<file path="config.mk">
export PLATFORM = sky130hd
export DESIGN_NAME = ext_irq_latch
export DESIGN_NICKNAME = d
export VERILOG_FILES = /design/src/rtl/eirq_pkg.sv /design/src/rtl/eirq_sync.sv /design/src/rtl/eirq_core.sv /design/src/rtl/eirq_regs.sv /design/src/rtl/ext_irq_latch.sv
export SDC_FILE = /design/constraint.sdc
export NUM_CORES = 1
export LEC_CHECK = 0
export BUFFER_PORTS_ARGS = -buffer_cell sky130_fd_sc_hd__buf_2
export CAP_MARGIN = 5
export CORE_AREA = 2 2 39 41
export DETAILED_ROUTE_END_ITERATION = 6
export DIE_AREA = 0 0 41 43
export PLACE_DENSITY_LB_ADDON = 0.3
export SYNTH_ARGS = -nofsm -noshare
export SYNTH_HDL_FRONTEND = slang
export SYNTH_SLANG_ARGS = --single-unit
export TNS_END_PERCENT = 100
</file>
<file path="constraint.sdc">
create_clock -name clk -period 1.6 [get_ports clk]
set_input_delay 0.32 -clock clk [delete_from_list [all_inputs] [get_ports clk]]
set_output_delay 0.32 -clock clk [all_outputs]
set_load 0.02 [all_outputs]
</file>
<file path="src/rtl/eirq_pkg.sv">
package eirq_pkg;
  localparam int FLAG_BIT = 3;
  localparam int ACK_BIT  = 2;
  localparam int MASK_BIT = 1;
  localparam int MODE_BIT = 0;

  typedef enum logic {
    SENSE_EDGE       = 1'b0,
    SENSE_EDGE_LEVEL = 1'b1
  } sense_e;
endpackage

</file>
<file path="src/rtl/eirq_sync.sv">
module eirq_sync #(
  parameter int STAGES = 2
) (
  input  logic clk,
  input  logic rst,
  input  logic pin_n,
  output logic pin_lvl,
  output logic fall
);
  localparam int LAST = STAGES - 1;

  logic [LAST:0] chain;
  logic          prev_q;

  // Reset to the low level so a pin held low through reset is not seen as an edge.
  generate
    if (STAGES == 1) begin : g_single
      always_ff @(posedge clk) begin
        if (rst) chain <= '0;
        else     chain <= pin_n;
      end
    end else begin : g_multi
      always_ff @(posedge clk) begin
        if (rst) chain <= '0;
        else     chain <= {chain[LAST-1:0], pin_n};
      end
    end
  endgenerate

  always_ff @(posedge clk) begin
    if (rst) prev_q <= 1'b0;
    else     prev_q <= chain[LAST];
  end

  assign pin_lvl = chain[LAST];
  assign fall    = prev_q & ~chain[LAST];
endmodule

</file>
<file path="src/rtl/eirq_core.sv">
module eirq_core
  import eirq_pkg::*;
(
  input  logic   clk,
  input  logic   rst,
  input  logic   fall,
  input  logic   pin_lvl,
  input  logic   ack,
  input  sense_e mode,
  output logic   pend
);
  logic ack_seen;

  always_ff @(posedge clk) begin
    if (rst) begin
      pend     <= 1'b0;
      ack_seen <= 1'b0;
    end else if (fall) begin
      pend     <= 1'b1;
      ack_seen <= 1'b0;
    end else if (pend) begin
      if (mode == SENSE_EDGE) begin
        if (ack) pend <= 1'b0;
      end else if ((ack || ack_seen) && pin_lvl) begin
        pend     <= 1'b0;
        ack_seen <= 1'b0;
      end else if (ack) begin
        ack_seen <= 1'b1;
      end
    end
  end


  fall_sets_chk: assert property (@(posedge clk) disable iff (rst)
    fall |=> pend);


  clear_needs_ack_chk: assert property (@(posedge clk) disable iff (rst)
    (!$past(rst) && $fell(pend)) |-> $past(ack || ack_seen));


  level_release_chk: assert property (@(posedge clk) disable iff (rst)
    (!$past(rst) && $fell(pend) && $past(mode == SENSE_EDGE_LEVEL)) |-> $past(pin_lvl));
endmodule

</file>
<file path="src/rtl/eirq_regs.sv">
module eirq_regs
  import eirq_pkg::*;
#(
  parameter int REG_W = 8
) (
  input  logic             clk,
  input  logic             rst,
  input  logic             we,
  input  logic [REG_W-1:0] wdata,
  input  logic             pend,
  output sense_e           mode,
  output logic             mask,
  output logic             sw_ack,
  output logic [REG_W-1:0] rdata
);
  logic unused_wbits;
  assign unused_wbits = ^wdata[REG_W-1:FLAG_BIT];

  always_ff @(posedge clk) begin
    if (rst) begin
      mode <= SENSE_EDGE;
      mask <= 1'b0;
    end else if (we) begin
      mode <= sense_e'(wdata[MODE_BIT]);
      mask <= wdata[MASK_BIT];
    end
  end

  assign sw_ack = we & wdata[ACK_BIT];

  always_ff @(posedge clk) begin
    if (rst) begin
      rdata <= '0;
    end else begin
      rdata           <= '0;
      rdata[FLAG_BIT] <= pend;
      rdata[MASK_BIT] <= mask;
      rdata[MODE_BIT] <= mode;
    end
  end
endmodule

</file>
<file path="src/rtl/ext_irq_latch.sv">
module ext_irq_latch
  import eirq_pkg::*;
#(
  parameter int REG_W       = 8,
  parameter int SYNC_STAGES = 2
) (
  input  logic             clk,
  input  logic             rst,
  input  logic             pin_n,
  input  logic             vec_ack,
  input  logic             cpu_imask,
  input  logic             csr_we,
  input  logic [REG_W-1:0] csr_wdata,
  output logic [REG_W-1:0] csr_rdata,
  output logic             irq_req
);
  logic   pin_lvl, fall, pend, mask, sw_ack;
  sense_e mode;

  eirq_sync #(.STAGES(SYNC_STAGES)) u_sync (
    .clk(clk), .rst(rst), .pin_n(pin_n), .pin_lvl(pin_lvl), .fall(fall)
  );

  eirq_core u_core (
    .clk(clk), .rst(rst), .fall(fall), .pin_lvl(pin_lvl),
    .ack(vec_ack | sw_ack), .mode(mode), .pend(pend)
  );

  eirq_regs #(.REG_W(REG_W)) u_regs (
    .clk(clk), .rst(rst), .we(csr_we), .wdata(csr_wdata), .pend(pend),
    .mode(mode), .mask(mask), .sw_ack(sw_ack), .rdata(csr_rdata)
  );

  always_ff @(posedge clk) begin
    if (rst) irq_req <= 1'b0;
    else     irq_req <= pend & ~mask & ~cpu_imask;
  end


  req_vs_status_chk: assert property (@(posedge clk) disable iff (rst)
    irq_req |-> (csr_rdata[FLAG_BIT] && !csr_rdata[MASK_BIT]));
endmodule

</file>
== Yosys cells after proc, flatten, opt, wreduce, memory -nomap -nowiden ==
Index checks and enable logic that the tools add are counted.
Storage, ports and cells
  flip-flop bits (word level): 16
  bits in latches: 0
  bits in writable memories: 0
  bits in read-only memories: 0
  bits of input ports: 14
  memories: 0
Operators by class
  add/subtract/negate cells: 0
  $mul: 0
  div/mod/pow operators: 0
  order comparisons: 0
  equal/unequal tests: 0
  shifts and indexed selects: 0
  mux-type cells: 7
  bitwise logic cells: 8
  reduce and logical (&&, ||, !) cells: 5
Operators by type and width (count)
  $mux 1: 7
  $and 1x1->1: 4
  $not 1->1: 3
  $reduce_and 3->1: 1
  $reduce_bool 2->1: 1
  $reduce_or 2->1: 1
  $logic_and 1x1->1: 1
  $logic_or 1x1->1: 1
  $or 1x1->1: 1

== Longest topological paths before layout ==
  depth in word-level cells: 8
  gate-level depth with buffers: 3
  mapped depth without buffers: 3

== Hierarchy ==
From an unflattened synthesis, not the netlist that was laid out.
Unflattened totals
  cell total of the unflattened synthesis: 38
  area, all modules: 419.2 um^2
Modules (own cells, without submodules)
  eirq_regs: times used 1, cells each 19, area an instance 195.2 um^2, sequential area each 100.1 um^2
  eirq_core: times used 1, cells each 9, area an instance 95.1 um^2, sequential area each 40.0 um^2
  eirq_sync: times used 1, cells each 7, area an instance 87.6 um^2, sequential area each 60.1 um^2
  ext_irq_latch: times used 1, cells each 3, area an instance 41.3 um^2, sequential area each 20.0 um^2

== Worst setup path after synthesis ==
No wires, ideal clock.
  kind: reg2reg
  start: register u_regs.mode
  end: register u_core.ack_seen
  library setup time: 0.075 ns
  arrival time: 1.006 ns
  slack: 0.520 ns
  stages on the path, launching flop included: 4
  period minus slack after synthesis: 1.080 ns
  path through: dfxtp_1 -> nand2_2 -> or4_1 -> a31oi_1
Between the ends
  cells in the longest elaborated chain, start to end: 1
Ends and longest elaborated chain
  start, declared: RTL line eirq_regs.sv:11  | output sense_e mode,
  start signal, assigned: RTL line eirq_regs.sv:24  | mode <= sense_e'(wdata[MODE_BIT]);
  $reduce_and 3->1 (no source line)
  end signal, assigned: RTL line eirq_core.sv:17  | ack_seen <= 1'b0;
  end signal, assigned: RTL line eirq_core.sv:20  | ack_seen <= 1'b0;
  end signal, assigned: RTL line eirq_core.sv:26  | ack_seen <= 1'b0;
  end, declared: RTL line eirq_core.sv:12  | logic ack_seen;
No other way between the ends.
A chain may end at the register's enable or synchronous reset.

== Worst setup path in the final report ==
Same ends and word-level chain as after synthesis.

==> summary.md <==
| Metric | Value |
|---|---|
| Leak | `around 0.21 nW` |
| #FFs+latches synth | `11` |
| Ys flop type | `dfxtp_1` |
| I/O pins | `23` |
| Cell taking the most area after synthesis | `dfxtp_1` |
| WP data required | `1.79 ns` |
| Hold crit path type | `input port to flip-flop` |
| Synthesized area | `between 400 and 500 um^2` |
| Critical path endpoint category | `flip-flop` |
| Most instantiated cells after synthesis | `11 x dfxtp_1, 6 x nor2b_1, 5 x buf_4` |
| Total track usage | `0.0926` |
| Number of buffers created by CTS | `3` |
| Final Cycle Share | `0.715` |
| Post-Synthesis Cells | `41` |
| Buffers on Ports | `12` |
| CP max FO | `4` |
| Worst-Skew Late Latency | `between 0.2 and 0.3 ns` |
| Max Slew Vio Count | `0` |
| Clock root buffer | `clkbuf_4` |
| Int Power | `roughly 0.40 mW` |
| MaxCap Viol Count | `0` |
| Synth warn | `0` |
| TNS Setup | `0 ns` |
| H-Tree Level Count | `1` |
| Fin crit period | `1.14 ns` |
| Wirelength per Cell | `about 8.7 um` |
| Die height | `approximately 43 um` |
| Critical Path Source | `u_regs.mode` |
| TritonCTS clock tree | `done` |
| Status | `finished clean` |
| Largest net degree at the start of global routing | `11` |
| Vias in the first global route | `260` |
| Sw Pwr | `approximately 0.12 mW` |
| Drt first pass iters | `3` |
| Antenna Cells | `0` |
| Die area | `approximately 0.0018 mm^2` |
| PD cells | `around 1100 mW/mm^2` |
| First-pass GRT wire length | `1050 um` |
| Netlist cell types | `18` |
| Total power | `roughly 0.51 mW` |
| GR Overflow Total | `0` |
| Clock buffer depth | `2` |
| Seq/Total Area, Yosys | `0.543` |
| Most frequent cell after synthesis | `dfxtp_1` |
| Mean Syn Cell Area | `just under 10 um^2` |
| Final hold viol count | `0` |
| Final setup viols | `0` |
| Clock skew | `0.00409 ns` |
| Layout cells sized above 1 | `0.291` |
| Setup bufs post-CTS | `0` |
| Row cnt | `14` |
| FFs w/ async S/R, synth | `0` |
| Sw Share | `0.226` |
| Remaining DRCs | `0` |
| R2R Path Start | `u_regs.mode` |
| CORE AREA | `0.00138 mm^2` |
| Clk pwr share | `0.353` |
| Num Clock Sinks | `11` |
| Post-synth EDFFs | `0` |
| Routed Antenna Nets | `0` |
| Max Clock Freq | `roughly 900 MHz` |
| Filler cells | `153` |
| Seq pwr share | `0.564` |
| Nets | `70` |
| Post-CTS resize count | `0` |
| CTS clk-pin slew, worst paths | `approximately 0.070 ns` |
| Area grow syn2layout | `19.8%` |
| RD Place Congestion | `between 0.6 and 0.7` |
| Final HPWL DP | `between 400 and 500 um` |
| Share of the synthesized area in the top cell type | `0.543` |
| Top cells by area, synth | `dfxtp_1 54%, buf_4 9.3%, nor2b_1 9.3%` |
| Hold Buf Count CTS | `0` |
| Initial antenna violation count | `0` |
| Initial core utilization | `0.293` |
| CP Launch Type | `flip-flop` |
| Worst IR Drop VDD | `~600 uV` |
| Drt initial violations | `3` |
| Drt total wl | `around 620 um` |
| Hold Crit Start | `cpu_imask` |
| Comb pwr share | `0.082` |
| Kind of critical path | `flip-flop to flip-flop` |
| Detailed-route via count | `between 200 and 300` |
| DR vias/cell | `around 4.1` |
| RSZ-0062 raised after global routing | `no` |
| Die W | `roughly 40 um` |
| CP arrival | `roughly 1.3 ns` |
==> critical path: stages (launching register included) <==
cell	delay [ns]
dfxtp_1	0.38
nand2_2	0.08
or4_1	0.46
a31oi_1	0.16
==> routing by layer <==
metal  vias up  track usage  part of all wire
li1        153            -                 -
met2        13        0.125              0.49
met1       122        0.110              0.41
met4         0       0.0200                 0
met3         0       0.0785             0.092
met5         -            0                 0
==> placed cells by master (no fill, tap or decap), drive strengths merged <==
master   n
nor2     2
a311oi   1
a31oi    1
conb     5
clkbuf   4
nand2b   1
or4      1
buf     12
nor2b    6
inv      1
nor3b    1
nand3    1
or3      1
a21oi    2
dfxtp   11
nand2    3
mux2i    2
==> power groups by stage <==
stage / Clock [mW] / Sequential, mW / Combinational [mW]
after CTS: 0.190 / 0.288 / 0.0426
final: 0.180 / 0.288 / 0.0420
after global routing: 0.207 / 0.290 / 0.0468
after global placement: 0 / 0.294 / 0.0420
after floorplan: 0 / 0.297 / 0.0337
after detailed placement: 0 / 0.295 / 0.0423
==> state kept, by name, summed over array words and instances, names as in the netlist <==
signal	count
u_core.pend	1
u_sync.prev_q	1
u_core.ack_seen	1
u_regs.rdata	3
irq_req	1
u_regs.mask	1
u_regs.mode	1
u_sync.chain	2
==> stage by stage <==
step	cell area (um^2)	hold WS, ns	cells	utilization	worst slack [ns]
after global routing	485	0.199	71	0.351	0.356
after CTS	485	0.203	71	0.351	0.452
after global placement	459	0.418	67	0.332	0.422
final	485	0.210	71	0.351	0.456
after detailed placement	459	0.429	67	0.332	0.405
after floorplan	420	0.396	45	-	0.520
==> cell families (layout without fill, tap and decap cells) <==
family / count (synthesis) / count (layout) / share of synthesized area
and+or+nand+nor: 16 / 16 / 0.225
DFF: 11 / 11 / 0.543
buffers and inverters: 7 / 17 / 0.111
AOI/OAI and AO/OA: 4 / 4 / 0.0617
muxes: 2 / 2 / 0.0494
other: 1 / 5 / 0.00925
==> cell type report <==
class	instances	area [um^2]	area share
Clock buffer	4	26.3	0.0541
Inverter	1	3.75	0.00773
Multi-Input combinational cell	27	155	0.320
Sequential cell	11	220	0.454
Tap cell	16	20.0	0.0412
Timing Repair Buffer	12	60.1	0.124
==> worst paths after layout <==
path	to	slack, ns	cells past startpoint
worst min-delay path	irq_req	0.21	2
worst max-delay path	u_core.ack_seen	0.46	3
worst max register to register	u_core.ack_seen	0.46	3
worst min register to register	irq_req	0.44	1
No activity file was read; power rests on OpenSTA's default activity.
